**src/rtl/wag_pkg.sv**
```systemverilog
package wag_pkg;
  localparam int FRAC_W = 12;
  localparam int FNUM_W = 10;
  localparam int OCT_W  = 4;
  localparam int ACC_W  = 32;
  localparam int SMP_W  = 16;
  localparam int BASE_W = FRAC_W + 1;
  localparam int STEP_W = BASE_W + (1 << (OCT_W - 1)) - 1;

  typedef enum logic [1:0] {
    LOOP_ONESHOT  = 2'd0,
    LOOP_FORWARD  = 2'd1,
    LOOP_REVERSE  = 2'd2,
    LOOP_PINGPONG = 2'd3
  } loop_mode_e;
endpackage

```
**src/rtl/wag_pitch_step.sv**
```systemverilog
module wag_pitch_step
  import wag_pkg::*;
(
  input  logic [OCT_W-1:0]  octave,
  input  logic [FNUM_W-1:0] fnum,
  output logic [STEP_W-1:0] step
);
  localparam int FN_SH = FRAC_W - FNUM_W;

  logic [STEP_W-1:0] base_x;
  logic [OCT_W:0]    rsh;

  always_comb begin
    base_x = STEP_W'((BASE_W'(1) << FRAC_W) + (BASE_W'(fnum) << FN_SH));
    rsh    = (OCT_W+1)'(1 << OCT_W) - {1'b0, octave};
    if (octave[OCT_W-1])
      step = base_x >> rsh;
    else
      step = base_x << octave[OCT_W-2:0];
  end
endmodule

```
**src/rtl/wag_loop_unit.sv**
```systemverilog
module wag_loop_unit
  import wag_pkg::*;
#(
  parameter int LOOP_W = 16
) (
  input  logic [ACC_W-1:0]  acc_i,
  input  logic              bwd_i,
  input  logic [STEP_W-1:0] step,
  input  loop_mode_e        mode,
  input  logic [LOOP_W-1:0] lsa,
  input  logic [LOOP_W-1:0] lea,
  output logic [ACC_W-1:0]  acc_o,
  output logic              bwd_o,
  output logic              stop_o,
  output logic              hit_o
);
  logic [ACC_W-1:0] adv, lsa_f, lea_f;
  logic ge_ls, ge_le, neg;

  always_comb begin
    lsa_f  = ACC_W'({lsa, {FRAC_W{1'b0}}});
    lea_f  = ACC_W'({lea, {FRAC_W{1'b0}}});
    adv    = bwd_i ? acc_i - ACC_W'(step) : acc_i + ACC_W'(step);
    neg    = adv[ACC_W-1];
    ge_ls  = adv >= lsa_f;
    ge_le  = adv >= lea_f;
    hit_o  = ge_ls & ~bwd_i;
    acc_o  = adv;
    bwd_o  = bwd_i;
    stop_o = 1'b0;
    unique case (mode)
      LOOP_ONESHOT: begin
        if (ge_ls && ge_le) stop_o = 1'b1;
      end
      LOOP_FORWARD: begin
        if (ge_le) acc_o = lsa_f + (adv - lea_f);
      end
      LOOP_REVERSE: begin
        if (ge_ls && !bwd_i) begin
          acc_o = lea_f - (adv - lsa_f);
          bwd_o = 1'b1;
        end else if ((!ge_ls || neg) && bwd_i) begin
          acc_o = lea_f - (lsa_f - adv);
        end
      end
      default: begin
        if (ge_le && !neg) begin
          acc_o = lea_f - (adv - lea_f);
          bwd_o = 1'b1;
        end else if ((!ge_ls || neg) && bwd_i) begin
          acc_o = lsa_f + (lsa_f - adv);
          bwd_o = 1'b0;
        end
      end
    endcase
  end
endmodule

```
**src/rtl/wag_interp.sv**
```systemverilog
module wag_interp
  import wag_pkg::*;
(
  input  logic [SMP_W-1:0]  d0,
  input  logic [SMP_W-1:0]  d1,
  input  logic              is8,
  input  logic              lane0,
  input  logic              lane1,
  input  logic [FRAC_W-1:0] frac,
  input  logic [1:0]        sctl,
  output logic [SMP_W-1:0]  smp
);
  logic signed [ACC_W-1:0] e0, e1, f0, f1, mix, res;
  logic [SMP_W-1:0] s0, s1;
  logic unused_res;

  always_comb begin
    s0  = is8 ? {(lane0 ? d0[SMP_W-1:8] : d0[7:0]), {(SMP_W-8){1'b0}}} : d0;
    s1  = is8 ? {(lane1 ? d1[SMP_W-1:8] : d1[7:0]), {(SMP_W-8){1'b0}}} : d1;
    e0  = ACC_W'($signed(s0));
    e1  = ACC_W'($signed(s1));
    f1  = ACC_W'(frac);
    f0  = ACC_W'(1 << FRAC_W) - f1;
    mix = e0 * f0 + e1 * f1;
    res = mix >>> FRAC_W;
    smp = res[SMP_W-1:0] ^ {sctl[1], {(SMP_W-1){sctl[0]}}};
  end

  assign unused_res = &{1'b0, res[ACC_W-1:SMP_W]};
endmodule

```
**src/rtl/wave_addr_gen.sv**
```systemverilog
module wave_addr_gen
  import wag_pkg::*;
#(
  parameter int NUM_VOICES = 32,
  parameter int SA_W       = 20,
  parameter int LOOP_W     = 16,
  parameter int MEM_AW     = 18,
  localparam int VW        = $clog2(NUM_VOICES)
) (
  input  logic              clk,
  input  logic              rst_n,
  output logic [VW-1:0]     voice_idx,
  input  logic              key_on,
  input  logic [SA_W-1:0]   start_addr,
  input  logic [LOOP_W-1:0] loop_start,
  input  logic [LOOP_W-1:0] loop_end,
  input  logic [1:0]        loop_mode,
  input  logic              fmt_8bit,
  input  logic [OCT_W-1:0]  octave,
  input  logic [FNUM_W-1:0] fnum,
  input  logic [1:0]        sign_ctl,
  output logic              mem_rd,
  output logic [MEM_AW-1:0] mem_addr_a,
  output logic [MEM_AW-1:0] mem_addr_b,
  input  logic [SMP_W-1:0]  mem_data_a,
  input  logic [SMP_W-1:0]  mem_data_b,
  output logic              smp_valid,
  output logic [VW-1:0]     smp_voice,
  output logic [SMP_W-1:0]  smp_out,
  output logic              loop_hit,
  output logic              voice_stop
);
  localparam int BYTE_AW = MEM_AW + 1;

  // reset: asynchronous assert, synchronous release
  logic [1:0] rst_sync;
  logic       rst_ni;
  always_ff @(posedge clk or negedge rst_n) begin
    if (!rst_n) rst_sync <= 2'b00;
    else        rst_sync <= {rst_sync[0], 1'b1};
  end
  assign rst_ni = rst_sync[1];

  // per-voice state
  logic [ACC_W-1:0]      acc_q [NUM_VOICES];
  logic                  bwd_q [NUM_VOICES];
  logic [NUM_VOICES-1:0] act_q;
  logic [VW-1:0]         vcnt_q, vcnt_d;

  logic [ACC_W-1:0] cur_acc, acc_d, lp_acc;
  logic             cur_bwd, cur_act, bwd_d, act_d, wr_en, fire;
  logic             lp_bwd, lp_stop, lp_hit;
  logic [STEP_W-1:0] step_w;

  assign cur_acc = acc_q[vcnt_q];
  assign cur_bwd = bwd_q[vcnt_q];
  assign cur_act = act_q[vcnt_q];

  // fetch addresses
  logic [SA_W-1:0] off_a, off_b, sum_a, sum_b;
  logic            lane_a, lane_b;
  logic            unused_bits;

  always_comb begin
    off_a  = fmt_8bit ? SA_W'(cur_acc[ACC_W-1:FRAC_W])
                      : SA_W'({cur_acc[ACC_W-1:FRAC_W], 1'b0});
    off_b  = fmt_8bit ? off_a + SA_W'(1) : off_a + SA_W'(2);
    sum_a  = start_addr + off_a;
    sum_b  = start_addr + off_b;
    lane_a = fmt_8bit & ~sum_a[0];
    lane_b = fmt_8bit & ~sum_b[0];
  end

  assign mem_addr_a  = sum_a[BYTE_AW-1:1];
  assign mem_addr_b  = sum_b[BYTE_AW-1:1];
  assign unused_bits = &{1'b0, sum_a[SA_W-1:BYTE_AW], sum_b[SA_W-1:BYTE_AW]};
  assign fire        = cur_act & ~key_on;
  assign mem_rd      = fire;

  wag_pitch_step u_step (
    .octave (octave),
    .fnum   (fnum),
    .step   (step_w)
  );

  wag_loop_unit #(.LOOP_W(LOOP_W)) u_loop (
    .acc_i  (cur_acc),
    .bwd_i  (cur_bwd),
    .step   (step_w),
    .mode   (loop_mode_e'(loop_mode)),
    .lsa    (loop_start),
    .lea    (loop_end),
    .acc_o  (lp_acc),
    .bwd_o  (lp_bwd),
    .stop_o (lp_stop),
    .hit_o  (lp_hit)
  );

  // next state
  always_comb begin
    wr_en  = key_on | fire;
    acc_d  = lp_acc;
    bwd_d  = lp_bwd;
    act_d  = ~lp_stop;
    if (key_on) begin
      acc_d = '0;
      bwd_d = 1'b0;
      act_d = 1'b1;
    end
    vcnt_d = (vcnt_q == VW'(NUM_VOICES - 1)) ? '0 : vcnt_q + VW'(1);
  end

  always_ff @(posedge clk or negedge rst_ni) begin
    if (!rst_ni) begin
      vcnt_q <= '0;
      act_q  <= '0;
    end else begin
      vcnt_q <= vcnt_d;
      if (wr_en) act_q[vcnt_q] <= act_d;
    end
  end

  always_ff @(posedge clk) begin
    if (wr_en) begin
      acc_q[vcnt_q] <= acc_d;
      bwd_q[vcnt_q] <= bwd_d;
    end
  end

  // sample stage
  logic              b_vld, b_ls, b_stop, b_8, b_la, b_lb;
  logic [VW-1:0]     b_voice;
  logic [FRAC_W-1:0] b_frac;
  logic [1:0]        b_sctl;

  always_ff @(posedge clk or negedge rst_ni) begin
    if (!rst_ni) begin
      b_vld  <= 1'b0;
      b_ls   <= 1'b0;
      b_stop <= 1'b0;
    end else begin
      b_vld  <= fire;
      b_ls   <= fire & lp_hit;
      b_stop <= fire & lp_stop;
    end
  end

  always_ff @(posedge clk) begin
    if (fire) begin
      b_voice <= vcnt_q;
      b_frac  <= cur_acc[FRAC_W-1:0];
      b_8     <= fmt_8bit;
      b_la    <= lane_a;
      b_lb    <= lane_b;
      b_sctl  <= sign_ctl;
    end
  end

  wag_interp u_interp (
    .d0    (mem_data_a),
    .d1    (mem_data_b),
    .is8   (b_8),
    .lane0 (b_la),
    .lane1 (b_lb),
    .frac  (b_frac),
    .sctl  (b_sctl),
    .smp   (smp_out)
  );

  assign voice_idx  = vcnt_q;
  assign smp_valid  = b_vld;
  assign smp_voice  = b_voice;
  assign loop_hit   = b_ls;
  assign voice_stop = b_stop;


  voice_seq_chk: assert property (@(posedge clk) disable iff (!rst_ni)
    (voice_idx != VW'(NUM_VOICES - 1)) |=> (voice_idx == VW'($past(voice_idx) + VW'(1))));


  pair_chk: assert property (@(posedge clk) disable iff (!rst_ni)
    (mem_rd && !fmt_8bit) |-> (mem_addr_b == mem_addr_a + MEM_AW'(1)));


  step_chk: assert property (@(posedge clk) disable iff (!rst_ni)
    (!octave[OCT_W-1]) |-> (step_w >= STEP_W'(1 << FRAC_W)));


  interp_chk: assert property (@(posedge clk) disable iff (!rst_ni)
    (smp_valid && b_frac == '0 && b_sctl == 2'b00 && !b_8) |-> (smp_out == mem_data_a));
endmodule

```
**config.mk**
```make
export PLATFORM = sky130hd
export DESIGN_NAME = wave_addr_gen
export DESIGN_NICKNAME = d
export VERILOG_FILES = /design/src/rtl/wag_pkg.sv /design/src/rtl/wag_pitch_step.sv /design/src/rtl/wag_loop_unit.sv /design/src/rtl/wag_interp.sv /design/src/rtl/wave_addr_gen.sv
export SDC_FILE = /design/constraint.sdc
export NUM_CORES = 2
export LEC_CHECK = 0
export BUFFER_PORTS_ARGS = -buffer_cell sky130_fd_sc_hd__buf_2
export CAP_MARGIN = 15
export CORE_UTILIZATION = 60
export DETAILED_ROUTE_END_ITERATION = 8
export PLACE_DENSITY = 0.83
export SLEW_MARGIN = 10
export SYNTH_ARGS = -nofsm -noshare
export SYNTH_HDL_FRONTEND = slang
export SYNTH_SLANG_ARGS = --single-unit
```
**constraint.sdc**
```tcl
create_clock -name clk -period 15.5 [get_ports clk]
set_input_delay 2.325 -clock clk [delete_from_list [all_inputs] [get_ports clk]]
set_output_delay 2.325 -clock clk [all_outputs]
set_load 0.05 [all_outputs]
```
## After elaboration in Yosys (flattened, before gate mapping)

Memory sizes are Yosys's and may differ from the RTL's.
Index checks and enable logic that the tools add are counted.

- Reduce and logical (&&, ||, !) cells: 11
- Add/sub/neg operators: 19
- Bitwise operators: 13
- Muxes and demuxes: 31
- Multiply operators: 2
- Shift operators: 2
- Equality and inequality tests: 3
- $lt $le $gt $ge: 4

Operators by type and width:

| kind | number |
|---|---|
| 2-to-1 mux 32 bit | 7 |
| subtractor 28 x 32 -> 32 bit | 4 |
| case mux 32 bit (3 select lines) | 1 |
| adder 28 x 32 -> 32 bit | 2 |
| >= comparator 32 x 28 -> 1 bit | 2 |
| subtractor 32 x 28 -> 32 bit | 2 |
| adder 19 bit | 2 |
| 2-to-1 mux 19 bit | 2 |
| adder 32 x 20 -> 32 bit | 1 |
| bitwise mux 32 bit | 1 |
| 2-to-1 mux 16 bit | 2 |
| subtractor 32 x 20 -> 32 bit | 1 |
| adder 28 bit | 1 |
| multiplier 16 x 13 -> 28 bit | 1 |
| multiplier 16 x 14 -> 28 bit | 1 |
| 2-to-1 mux 20 bit | 1 |
| << shifter 20 x 3 -> 20 bit | 1 |
| >> shifter 20 x 5 -> 20 bit | 1 |
| adder 19 x 1 -> 19 bit, second input constant | 1 |
| adder 19 x 2 -> 19 bit, second input constant | 1 |
| 2-to-1 mux 8 bit | 2 |
| XOR 16 bit | 1 |
| adder 13 x 12 -> 14 bit, first input constant | 1 |
| subtractor 13 x 12 -> 14 bit, first input constant | 1 |
| other kinds (20) | 45 |

- Input port bits: 106
- Flip-flop bits (word level): 64
- Memory bits (writable): 1056
- Memories: 2
- Output and inout port bits: 66
- Logic and storage cells: 99

Memories:

| name | words | bits a word | read ports | clocked after Yosys merged registers in | wr ports | line | source |
|---|---|---|---|---|---|---|---|
| acc_q | 32 | 32 | 1 | 0 | 1 | wave_addr_gen.sv:45 | `logic [ACC_W-1:0] acc_q [NUM_VOICES];` |
| bwd_q | 32 | 1 | 1 | 0 | 1 | wave_addr_gen.sv:46 | `logic bwd_q [NUM_VOICES];` |

## Depth between registers and ports, before layout

- Depth in word-level cells: 13
- Depth in mapped cells: 48
- Gate-level depth less buffers: 44

## By module

A second synthesis with hierarchy kept.

- Cells, all modules: 5872
- Area total of the unflattened synthesis: 72562.1 µm²

Modules (own cells, without submodules):

| module | area an instance (µm²) | sequential area each (µm²) | cells each | instances |
|---|---|---|---|---|
| wave_addr_gen | 45031.9 | 33422.1 | 2359 | 1 |
| wag_interp | 15195.8 | 0.0 | 1703 | 1 |
| wag_loop_unit | 11240.8 | 0.0 | 1652 | 1 |
| wag_pitch_step | 1093.5 | 0.0 | 158 | 1 |

## Worst setup path after synthesis

No wires, ideal clock.

- Kind: input to register
- From: input port octave[0]
- To: memory acc_q[0][2], data pin
- Path buffers: 4
- Setup slack: 2372 ps
- Stages on the path: 36
- Data required time: 14745 ps
- Data arrival time: 12373 ps
- Setup time: 755 ps
- Path through: buf_6 inv_1 buf_2 ha_1 ha_1 clkbuf_1 mux4_2 a21oi_4 nand4b_4 nand2b_1 o21ai_0 xor2_1 ha_1 clkbuf_1 a41o_1 a21o_1 a41o_1 o21a_1 o21ai_0 a21oi_1 o21ai_0 nand2b_1 xnor2_1 inv_1 ha_1 nand4_1 a211oi_1 a211oi_1 o31ai_1 o31ai_1 nand4_1 a22oi_1 nor3_1 a21oi_1 nor2_1 a2111oi_0

- Cells in the longest elaborated chain, start to end: 13
- Elaborated cells between the ends (all ways): 30
- Those cells by class: 11 x add/sub; 2 x order compare; 2 x shift; 9 x mux; 6 x reduce/logical

Ends and longest elaborated chain:

| what | line | source |
|---|---|---|
| start, declared | wave_addr_gen.sv:19 | `input logic [OCT_W-1:0] octave,` |
| subtractor 5 x 4 -> 5 bit | wag_pitch_step.sv:15 | `rsh = (OCT_W+1)'(1 << OCT_W) - {1'b0, octave};` |
| >> shifter 20 x 5 -> 20 bit | wag_pitch_step.sv:17 | `step = base_x >> rsh;` |
| 2-to-1 mux 20 bit * | wag_pitch_step.sv:16 | `if (octave[OCT_W-1])` |
| adder 32 x 20 -> 32 bit / subtractor 32 x 20 -> 32 bit (equally long branches) | wag_loop_unit.sv:23 | `adv = bwd_i ? acc_i - ACC_W'(step) : acc_i + ACC_W'(step);` |
| 2-to-1 mux 32 bit * | wag_loop_unit.sv:23 |  |
| parallel branches: the longest is 6 deep, another holds subtractor 28 x 32 -> 32 bit | -- |  |
| case mux 32 bit (3 select lines) * | wag_loop_unit.sv:31 | `unique case (mode)` |
| 2-to-1 mux 32 bit * | wave_addr_gen.sv:105 | `if (key_on) begin` |
| via acc_d[2] | wave_addr_gen.sv:50 | `logic [ACC_W-1:0] cur_acc, acc_d, lp_acc;` |
| end, declared | wave_addr_gen.sv:45 |  |

Mark *: on every way through the listed nets, which the timed path passes.

## Worst setup path in the final report

- From: input port octave[0]
- To: memory acc_q[19][30], data pin

The elaborated chain is that of the path after synthesis.

==> flow_metrics.env <==
export IMPL_sequential_cell_area_mm2=0.03343
export IMPL_min_path_type="register to register"
export IMPL_setup_violations=0
export IMPL_drt_vias_per_instance=6.836
export IMPL_finalCritPeriodShare=0.8801
export IMPL_ys_warn_count=0
export IMPL_core_region_area_mm2=0.1168
export IMPL_fmax_ghz=0.07331
export IMPL_grt_max_degree=119
export IMPL_cts_hold_buf=0
export IMPL_peakVddDrop_uv=3525
export IMPL_tightest_slew_ps=1235
export IMPL_cts_sinks=1120
export IMPL_placed_cell_area_mm2=0.07420
export IMPL_hold_viol=0
export IMPL_synth_edf_count=1078
export IMPL_synth_commonest_cells="edfxtp_1 (1078), inv_1 (567), fa_1 (434)"
export IMPL_multi_input_area_mm2=0.03502
export IMPL_synthTopCellsByArea="edfxtp_1 (45%), fa_1 (12%), mux4_2 (8.8%)"
export IMPL_ys_flop_type="edfxtp_1"
export IMPL_syn_to_final_growth_pct=8.855
export IMPL_initial_core_util=0.6090
export IMPL_cts_buffers=99
export IMPL_place_congestion=0.9966
export IMPL_syn_area_mm2=0.07115
export IMPL_slew_headroom=0.1766
export IMPL_dieArea_mm2=0.1200
export IMPL_grt_pass1_vias=49940
export IMPL_crit_path_start_kind="input pin"
export IMPL_root_buffer="clkbuf_16"
export IMPL_grt_setup_unrepaired="no"
export IMPL_vias=48970
export IMPL_nFillCells=7782
export IMPL_crit_family="compound AO/OA/AOI/OAI gates"
export IMPL_yosys_area_top_type="edfxtp_1"
export IMPL_synth_avg_cell_area_um2=13.12
export IMPL_final_layout_size_suffix_gt1_frac=0.1612
export IMPL_crit_path_top_delay_cell="o31ai_1"
export IMPL_cts_resized=0
export IMPL_drc_errors=0
export IMPL_arrival_ps=14120
export IMPL_final_area_mm2=0.07745
export IMPL_worst_path_max_fanout=32
export IMPL_h_tree_depth=3
export IMPL_fin_hold_ws_ps=357.3
export IMPL_cts_setup_buffers=0
export IMPL_cts_clk_slew_worst_paths_ps=60
export IMPL_die_height_um=346.4
export IMPL_fin_crit_ps=13640
export IMPL_crit_buf_inv=3
export IMPL_synth_top_cell_area_share=0.4550
export IMPL_grt_total_usage=0.3599
export IMPL_cts_tree="yes"
export IMPL_antenna_found_initial=5
export IMPL_drtIter0Drc=6801
export IMPL_num_rows=125
export IMPL_skew_ps=59.28
export IMPL_io_buffers=170
export IMPL_slew_viol_final=0
export IMPL_io_pins=172
export IMPL_dr_pass1_iters=8
export IMPL_synth_most_common_cell="edfxtp_1"
export IMPL_wl_per_cell_um=29.92
export IMPL_leakage_nw=28.74
export IMPL_detail_route_wirelength_um=214300
export IMPL_grt_pass1_wl_um=319200
export IMPL_nets=6407
export IMPL_powerDensity_mw_per_mm2=210.7
export IMPL_fin_setup_tns_ps=0
export IMPL_ys_ff_latch=1120
export IMPL_hpwl_um=135400
export IMPL_overflow=0
export IMPL_ys_seq_area_frac=0.4698
export IMPL_insertion_delay_ps=720
export IMPL_worstSetupPathType="input pin to register"
export IMPL_cp_slowest_stage_delay_ps=790
export IMPL_die_w_um=346.4
export IMPL_cts_buffer_depth=3
export IMPL_antenna_left=0
export IMPL_synth_cell_types=116
export IMPL_synth_fp_nets=6267
export IMPL_outcome="complete, no violations"
export IMPL_drv_cap=0
export IMPL_end_kind="register"
export IMPL_crit_required_ps=15970
export IMPL_syn_inst=5421
export IMPL_synth_async_reset_ratio=0.03750
==> state kept, by name, summed over array words and instances, names as in the netlist <==
name and flops:
act_q 32, voice_idx 5, smp_valid 1, smp_voice 5
acc_q 1024, b_frac 12, b_8 1, b_lb 1
bwd_q 32, rst_sync 2, voice_stop 1, loop_hit 1
b_sctl 2, b_la 1
==> power breakdown <==
part | internal (mW) | switching (mW)
Clock | 1.32 | 1.17
Sequential | 3.45 | 0.0175
Combinational | 3.35 | 7.02
Total | 8.11 | 8.21
==> worst register-to-register path: cells and delay by family, from the launching register on <==
kind                       cells  cell delay (ps)
buffers and inverters          3             1590
adders and majority gates      3              920
muxes                          2              570
xor gates and xnor gates       4             1080
AOI/OAI and AO/OA             16             4740
DFF                            1              760
and+or+nand+nor               11             2390
==> path summary, 6_finish.rpt <==
check,cells after the start,end,from,slack [ps]
min in group asynchronous,0,act_q[15],rst_sync[1],430
max,42,acc_q[19][30],octave[0],1860
max reg2reg,39,acc_q[19][30],voice_idx[1],3190
min,0,rst_sync[1],rst_sync[0],360
min reg2reg,0,rst_sync[1],rst_sync[0],360
max in group asynchronous,1,rst_sync[1],rst_n,13990
==> placed cells by master (no fill, tap or decap), types with 88 or more instances in the layout <==
cell type and count:
buf_2 170, inv_1 567, ha_1 306, edfxtp_1 1078, a21oi_1 176, a22oi_1 125
o21ai_0 127, a21o_1 88, xnor2_1 174, nand2_1 423, clkbuf_16 100, buf_4 111
mux4_2 278, nor2_1 195, fa_1 434, xor2_1 93, and2_1 142
==> kinds of logic after synthesis <==
logic type | Yosys count | synth area share
AO/OA/AOI/OAI | 903 | 0.08974
other | 1 | 0.00005271
flip-flops | 1120 | 0.4698
adder cells (fa/ha/maj) | 740 | 0.1759
buffers and inverters | 818 | 0.04528
AND/OR/NAND/NOR | 1183 | 0.08054
XOR/XNOR | 273 | 0.03408
multiplexers | 383 | 0.1046
==> through the flow <==
stage / instances / power [mW] / utilization / setup slack, ps
floorplan: 5421 / 10.58 / - / 2372
global placement: 6979 / 13.60 / 0.6351 / 1520
detailed placement: 6980 / 13.87 / 0.6351 / 1428
CTS: 7158 / 16.32 / 0.6622 / 2139
global route: 7162 / 17.21 / 0.6629 / 982.0
finish: 7163 / 16.32 / 0.6629 / 1858
==> area by class of cell <==
cell class / count / share of cell area
antenna: 1 / 0.00003231
inverter: 570 / 0.02763
sequential: 1120 / 0.4317
clock inverter: 56 / 0.007496
multi-input combinational: 3483 / 0.4522
clock buffer: 122 / 0.03338
tap: 1524 / 0.02462
timing repair buffer: 287 / 0.02299
==> layer usage <==
metal  share of wire  GRT usage  vias to the layer above
met5         0.00028          0                        -
met4           0.058     0.1733                        8
met3            0.13    0.08643                      889
met2            0.46     0.5713                     3846
met1            0.34     0.4686                    24180
li1                -          -                    20050
Power figures use the tool's default switching activity.
